### src/rtl/lpwpg_pkg.sv
package lpwpg_pkg;

    localparam int GEN_W     = 32;
    localparam int N_CHAINS  = 16;
    localparam int CODE_W    = 4;
    localparam int WSRC_W    = 10;
    localparam logic [GEN_W-1:0] GEN_MASK = 32'h8020_0003;

    typedef logic [GEN_W-1:0]  gen_vec_t;
    typedef logic [CODE_W-1:0] code_t;

    typedef struct packed {
        logic half;
        logic quarter;
        logic eighth;
        logic sixteenth;
    } wterm_t;

    // one step of the right-shifting Galois generator
    function automatic gen_vec_t gen_step(input gen_vec_t s);
        gen_vec_t nxt;
        nxt = {1'b0, s[GEN_W-1:1]};
        if (s[0]) nxt = nxt ^ GEN_MASK;
        return nxt;
    endfunction

    // a zero seed would freeze the generator
    function automatic gen_vec_t seed_fix(input gen_vec_t s);
        return (s == '0) ? gen_vec_t'(1) : s;
    endfunction

    function automatic wterm_t make_terms(input logic [WSRC_W-1:0] g);
        wterm_t t;
        t.half      = g[0];
        t.quarter   = &g[2:1];
        t.eighth    = &g[5:3];
        t.sixteenth = &g[9:6];
        return t;
    endfunction

    function automatic logic pick_weight(input wterm_t t, input code_t c);
        return (c[3] & t.half) | (c[2] & t.quarter) |
               (c[1] & t.eighth) | (c[0] & t.sixteenth);
    endfunction

    // tap triple of phase-shifter output j
    function automatic int tap_a(input int j);
        return j;
    endfunction

    function automatic int tap_b(input int j);
        return j + GEN_W / 2;
    endfunction

    function automatic int tap_c(input int j);
        return (7 * j + 3) % GEN_W;
    endfunction

endpackage

### src/rtl/lpwpg_gen.sv
module lpwpg_gen
    import lpwpg_pkg::*;
(
    input  logic     clk,
    input  logic     rst,
    input  gen_vec_t seed,
    output gen_vec_t state
);

    gen_vec_t state_q;

    always_ff @(posedge clk) begin
        if (rst) state_q <= seed_fix(seed);
        else     state_q <= gen_step(state_q);
    end

    assign state = state_q;

endmodule

### src/rtl/lpwpg_weight.sv
module lpwpg_weight
    import lpwpg_pkg::*;
(
    input  logic              clk,
    input  logic              rst,
    input  logic              pat_start,
    input  code_t             code,
    input  logic [WSRC_W-1:0] gsrc,
    output gen_vec_t          aux,
    output gen_vec_t          ctrl
);

    wterm_t   terms;
    logic     wbit;
    gen_vec_t aux_q;
    gen_vec_t ctrl_q;

    always_comb begin
        terms = make_terms(gsrc);
        wbit  = pick_weight(terms, code);
    end

    always_ff @(posedge clk) begin
        if (rst) begin
            aux_q  <= '0;
            ctrl_q <= '1;
        end else begin
            aux_q <= {aux_q[GEN_W-2:0], wbit};
            if (pat_start) ctrl_q <= aux_q;
        end
    end

    assign aux  = aux_q;
    assign ctrl = ctrl_q;

endmodule

### src/rtl/lpwpg_hold.sv
module lpwpg_hold
    import lpwpg_pkg::*;
(
    input  logic     clk,
    input  logic     rst,
    input  logic     bypass,
    input  gen_vec_t ctrl,
    input  gen_vec_t gen,
    output gen_vec_t hold
);

    gen_vec_t hold_q;

    for (genvar i = 0; i < GEN_W; i++) begin : g_stage
        always_ff @(posedge clk) begin
            if (rst)                       hold_q[i] <= 1'b0;
            else if (bypass || ctrl[i])    hold_q[i] <= gen[i];
        end
    end

    assign hold = hold_q;

endmodule

### src/rtl/lpwpg_shifter.sv
module lpwpg_shifter
    import lpwpg_pkg::*;
(
    input  gen_vec_t              hold,
    output logic [N_CHAINS-1:0]   chains
);

    for (genvar j = 0; j < N_CHAINS; j++) begin : g_out
        localparam int TA = tap_a(j);
        localparam int TB = tap_b(j);
        localparam int TC = tap_c(j);
        assign chains[j] = hold[TA] ^ hold[TB] ^ hold[TC];
    end

endmodule

### src/rtl/lpwpg_top.sv
module lpwpg_top
    import lpwpg_pkg::*;
(
    input  logic                clk,
    input  logic                rst,
    input  logic                pat_start,
    input  logic [3:0]          sw_code,
    input  logic [31:0]         seed,
    output logic [15:0]         scan_in
);

    gen_vec_t gen_q;
    gen_vec_t aux_q;
    gen_vec_t ctrl_q;
    gen_vec_t hold_q;
    logic     lp_off;

    assign lp_off = (sw_code == '0);

    lpwpg_gen u_gen (
        .clk   (clk),
        .rst   (rst),
        .seed  (seed),
        .state (gen_q)
    );

    lpwpg_weight u_weight (
        .clk       (clk),
        .rst       (rst),
        .pat_start (pat_start),
        .code      (sw_code),
        .gsrc      (gen_q[WSRC_W-1:0]),
        .aux       (aux_q),
        .ctrl      (ctrl_q)
    );

    lpwpg_hold u_hold (
        .clk    (clk),
        .rst    (rst),
        .bypass (lp_off),
        .ctrl   (ctrl_q),
        .gen    (gen_q),
        .hold   (hold_q)
    );

    lpwpg_shifter u_shift (
        .hold   (hold_q),
        .chains (scan_in)
    );

endmodule

### config.mk
export PLATFORM = sky130hd
export DESIGN_NAME = lpwpg_top
export DESIGN_NICKNAME = d
export VERILOG_FILES = /design/src/rtl/lpwpg_pkg.sv /design/src/rtl/lpwpg_gen.sv /design/src/rtl/lpwpg_weight.sv /design/src/rtl/lpwpg_hold.sv /design/src/rtl/lpwpg_shifter.sv /design/src/rtl/lpwpg_top.sv
export SDC_FILE = /design/constraint.sdc
export NUM_CORES = 1
export LEC_CHECK = 0
export ABC_CLOCK_PERIOD_IN_PS = 1300
export BUFFER_PORTS_ARGS = -buffer_cell sky130_fd_sc_hd__buf_4
export CORE_MARGIN = 3
export CORE_UTILIZATION = 52
export DETAILED_ROUTE_END_ITERATION = 8
export PLACE_DENSITY_LB_ADDON = 0.12
export SYNTH_ARGS = -nofsm -noshare
export SYNTH_HDL_FRONTEND = slang
export SYNTH_HIERARCHICAL = 1
export SYNTH_SLANG_ARGS = --single-unit
### constraint.sdc
create_clock -name clk -period 1.3 [get_ports clk]
set_input_delay 0.195 -clock clk [delete_from_list [all_inputs] [get_ports clk]]
set_output_delay 0.195 -clock clk [all_outputs]
set_load 0.01 [all_outputs]
==> flow_metrics.env <==
export IMPL_drv_slew=0
export IMPL_final_cell_area_sq_um=6610
export IMPL_final_util_pct=71.1
export IMPL_syn_nets=457
export IMPL_finalCritPeriodShare_pct=128
export IMPL_cap_violations=0
export IMPL_violations="negative setup slack"
export IMPL_numCtsBuffers=17
export IMPL_ys_warn_count=6
export IMPL_path_max_fanout=3
export IMPL_critPathLaunch="u_hold/hold[30]$_SDFFE_PP0P_"
export IMPL_r2r_cells=2
export IMPL_grt_pass1_wl_um=18400
export IMPL_drt_initial_drc_count=192
export IMPL_chipWidth_um=104
export IMPL_area_growth_syn_to_layout_pct=32.6
export IMPL_wl_met1_um=5180
export IMPL_post_dp_hpwl_um=7070
export IMPL_finalSetupTns_ns=-5.01
export IMPL_place_ws_ns=-0.00870
export IMPL_max_freq_mhz=599
export IMPL_stdcell_count=661
export IMPL_synth_edf_count=0
export IMPL_wl_met2_um=5800
export IMPL_crit_arrival_ns=1.47
export IMPL_p_per_area_nw_per_um2=1600
export IMPL_ys_seq_area_share_pct=51.4
export IMPL_grt_pass1_vias=3570
export IMPL_io_buffers=54
export IMPL_fin_total_pwr_mw=10.5
export IMPL_synth_area_sq_um=4980
export IMPL_vdd_drop_max_uv=839
export IMPL_whs_ns=0.0376
export IMPL_r2r_end="u_hold/hold[17]$_SDFFE_PP0P_"
export IMPL_drive_above_1_share_pct=32.0
export IMPL_vias=3450
export IMPL_hold_viol_final=0
export IMPL_min_delay_start="seed[11]"
export IMPL_synthCells=418
export IMPL_die_h_um=104
export IMPL_synth_simple_gate_area_share_pct=16.4
export IMPL_wl_per_cell_um=17.5
export IMPL_relSlewSlack_pct=74.8
export IMPL_worst_setup_path_end_kind="primary output"
export IMPL_grt_usage_pct=21.9
export IMPL_n_antenna_cell=0
export IMPL_min_path_type="primary input to flop"
export IMPL_avgSynthCellArea_sq_um=11.9
export IMPL_tightestPinTransition_ns=0.378
export IMPL_skew_ns=0.00875
export IMPL_synthMuxAreaShare_pct=6.56
export IMPL_cts_tree="yes"
export IMPL_synth_distinct_cells=27
export IMPL_gp_congestion=0.774
export IMPL_viasPerCell=5.22
export IMPL_setup_slack_ns=-0.370
export IMPL_hold_end="u_gen/state[11]$_DFF_P_"
export IMPL_initial_utilization_pct=53.7
export IMPL_synth_top_family_by_area="simple AND/OR/NAND/NOR gates"
export IMPL_drt_wl_total_um=11600
export IMPL_clock_latency_ns=0.52
export IMPL_clock_path_buffers=2
export IMPL_overflow=0
export IMPL_die_area_sq_um=10800
export IMPL_hold_depth=3
export IMPL_finalSetupViolCount=16
export IMPL_r2r_slack_ns=0.26
export IMPL_drc=0
export IMPL_rsz0062_at_grt="true"
export IMPL_reg2reg_from="u_hold/hold[17]$_SDFFE_PP0P_"
export IMPL_cts_root_buf="clkbuf_8"
export IMPL_coreArea_sq_um=9280
export IMPL_top_level_ports=55
export IMPL_synth_compound_area_share_pct=12.8
export IMPL_synth_seq_cells=128
export IMPL_first_pass_iters=4
export IMPL_min_period_ns=1.67
export IMPL_status="finished with violations"
export IMPL_antenna_found_initial=0
export IMPL_placementRows=35
export IMPL_synth_ff_type="dfxtp_1"
export IMPL_critPathRequiredTime_ns=1.11
export IMPL_dr_max_layer_used="met4"
export IMPL_ys_async_sr_fraction_pct=0
export IMPL_synthAdderAreaFrac_pct=0
export IMPL_dpl_cell_area_sq_um=5510
export IMPL_ant_nets=0
export IMPL_n_fill_cell=641
export IMPL_wl_met3_um=464
export IMPL_startpoint_type="flop"
export IMPL_leakagePower_nw=2.69
export IMPL_synth_xor_area_share_pct=8.16
export IMPL_htreeDepth=4
export IMPL_grt_max_degree=65
export IMPL_placed_cells=588
export IMPL_ff_latch_area_sq_um=2600
export IMPL_nets=558
export IMPL_multi_input_area_sq_um=2220
export IMPL_clk_pin_slew_ns=0.06
export IMPL_cts_sinks=128
export IMPL_path_class="flop to primary output"
## synth_stat cells, types with 6 or more instances
cell type | number | area [sq um]
a21oi_1 | 32 | 160
buf_2 | 9 | 45.0
o21ai_0 | 14 | 70.1
a211o_1 | 32 | 280
clkbuf_1 | 6 | 22.5
buf_6 | 8 | 90.1
xor3_1 | 16 | 380
mux2_2 | 27 | 304
nor2b_1 | 58 | 363
dfxtp_1 | 128 | 2560
or3b_1 | 32 | 280
o21ai_1 | 21 | 105
## cell families (layout without fill, tap and decap cells)
kind of cell    Yosys count  count (layout)
flops                   128             128
simple gates            112             112
compound gates          102             102
mux                      29              29
buf+inv                  28             142
xor+xnor                 19              19
## cells in the final DEF (no fill, tap or decap), drive strengths merged, types with 3 or more instances in the layout
master	n
clkinv	3
clkinvlp	4
dlygate4sd3	33
clkbuf	21
nor4	9
nand4	3
or3b	32
nor2b	58
and2b	6
a21oi	32
a211o	32
buf	77
o21ai	35
xor3	16
mux2	29
dfxtp	128
## registers in the layout (all words and copies together), names as in the netlist
register	flops
u_weight/aux	32
u_weight/ctrl	32
u_hold/hold	32
u_gen/state	32
## repair_timing
| action | 4_1_cts | 5_1_grt |
|---|---|---|
| buffers inserted | 6 | 2 |
| hold endpoints to repair | 34 | 0 |
| setup endpoints to repair | 16 | 17 |
| hold buffers | 33 | 0 |
| pin swaps | 8 | 2 |
| resized for setup | 32 | 13 |
## layout make-up
| type | instances | share of cell area [%] |
|---|---|---|
| multi-input cells | 262 | 33.6 |
| clock inverters | 11 | 1.97 |
| repair buffers | 110 | 15.7 |
| clock buffers | 21 | 6.95 |
| well taps | 129 | 2.44 |
| flip-flops and latches | 128 | 39.3 |
## report_power, final
group	switching (mW)	internal (mW)	leakage [nW]	total (mW)
Clock	1.72	2.89	0.277	4.62
Sequential	0.242	4.23	1.07	4.47
Combinational	0.534	0.923	1.35	1.46
Total	2.50	8.05	2.69	10.5
## per-layer routing
layer  up-vias  track usage, %
met5         -               0
met4         0            7.60
met3        12            5.83
met2        87            36.8
met1      1640            27.3
li1       1711               -
## worst max path at each step
| stage | endpoint | slack (ns) |
|---|---|---|
| 5_1_grt | scan_in[13] | -0.42 |
| 3_3_place_gp | u_gen/state[0]$_DFF_P_ | 0.04 |
| 3_5_place_dp | u_hold/hold[17]$_SDFFE_PP0P_ | -0.009 |
| 6_report | scan_in[13] | -0.37 |
| 2_1_floorplan | u_hold/hold[2]$_SDFFE_PP0P_ | 0.09 |
| 4_1_cts | scan_in[13] | -0.39 |
## worst max-delay path, cell delays in order, from the launching register on
cell	delay [ns]
dfxtp_2	0.35
xor3_1	0.44
buf_4	0.16
(Power assumes the default switching activity.)
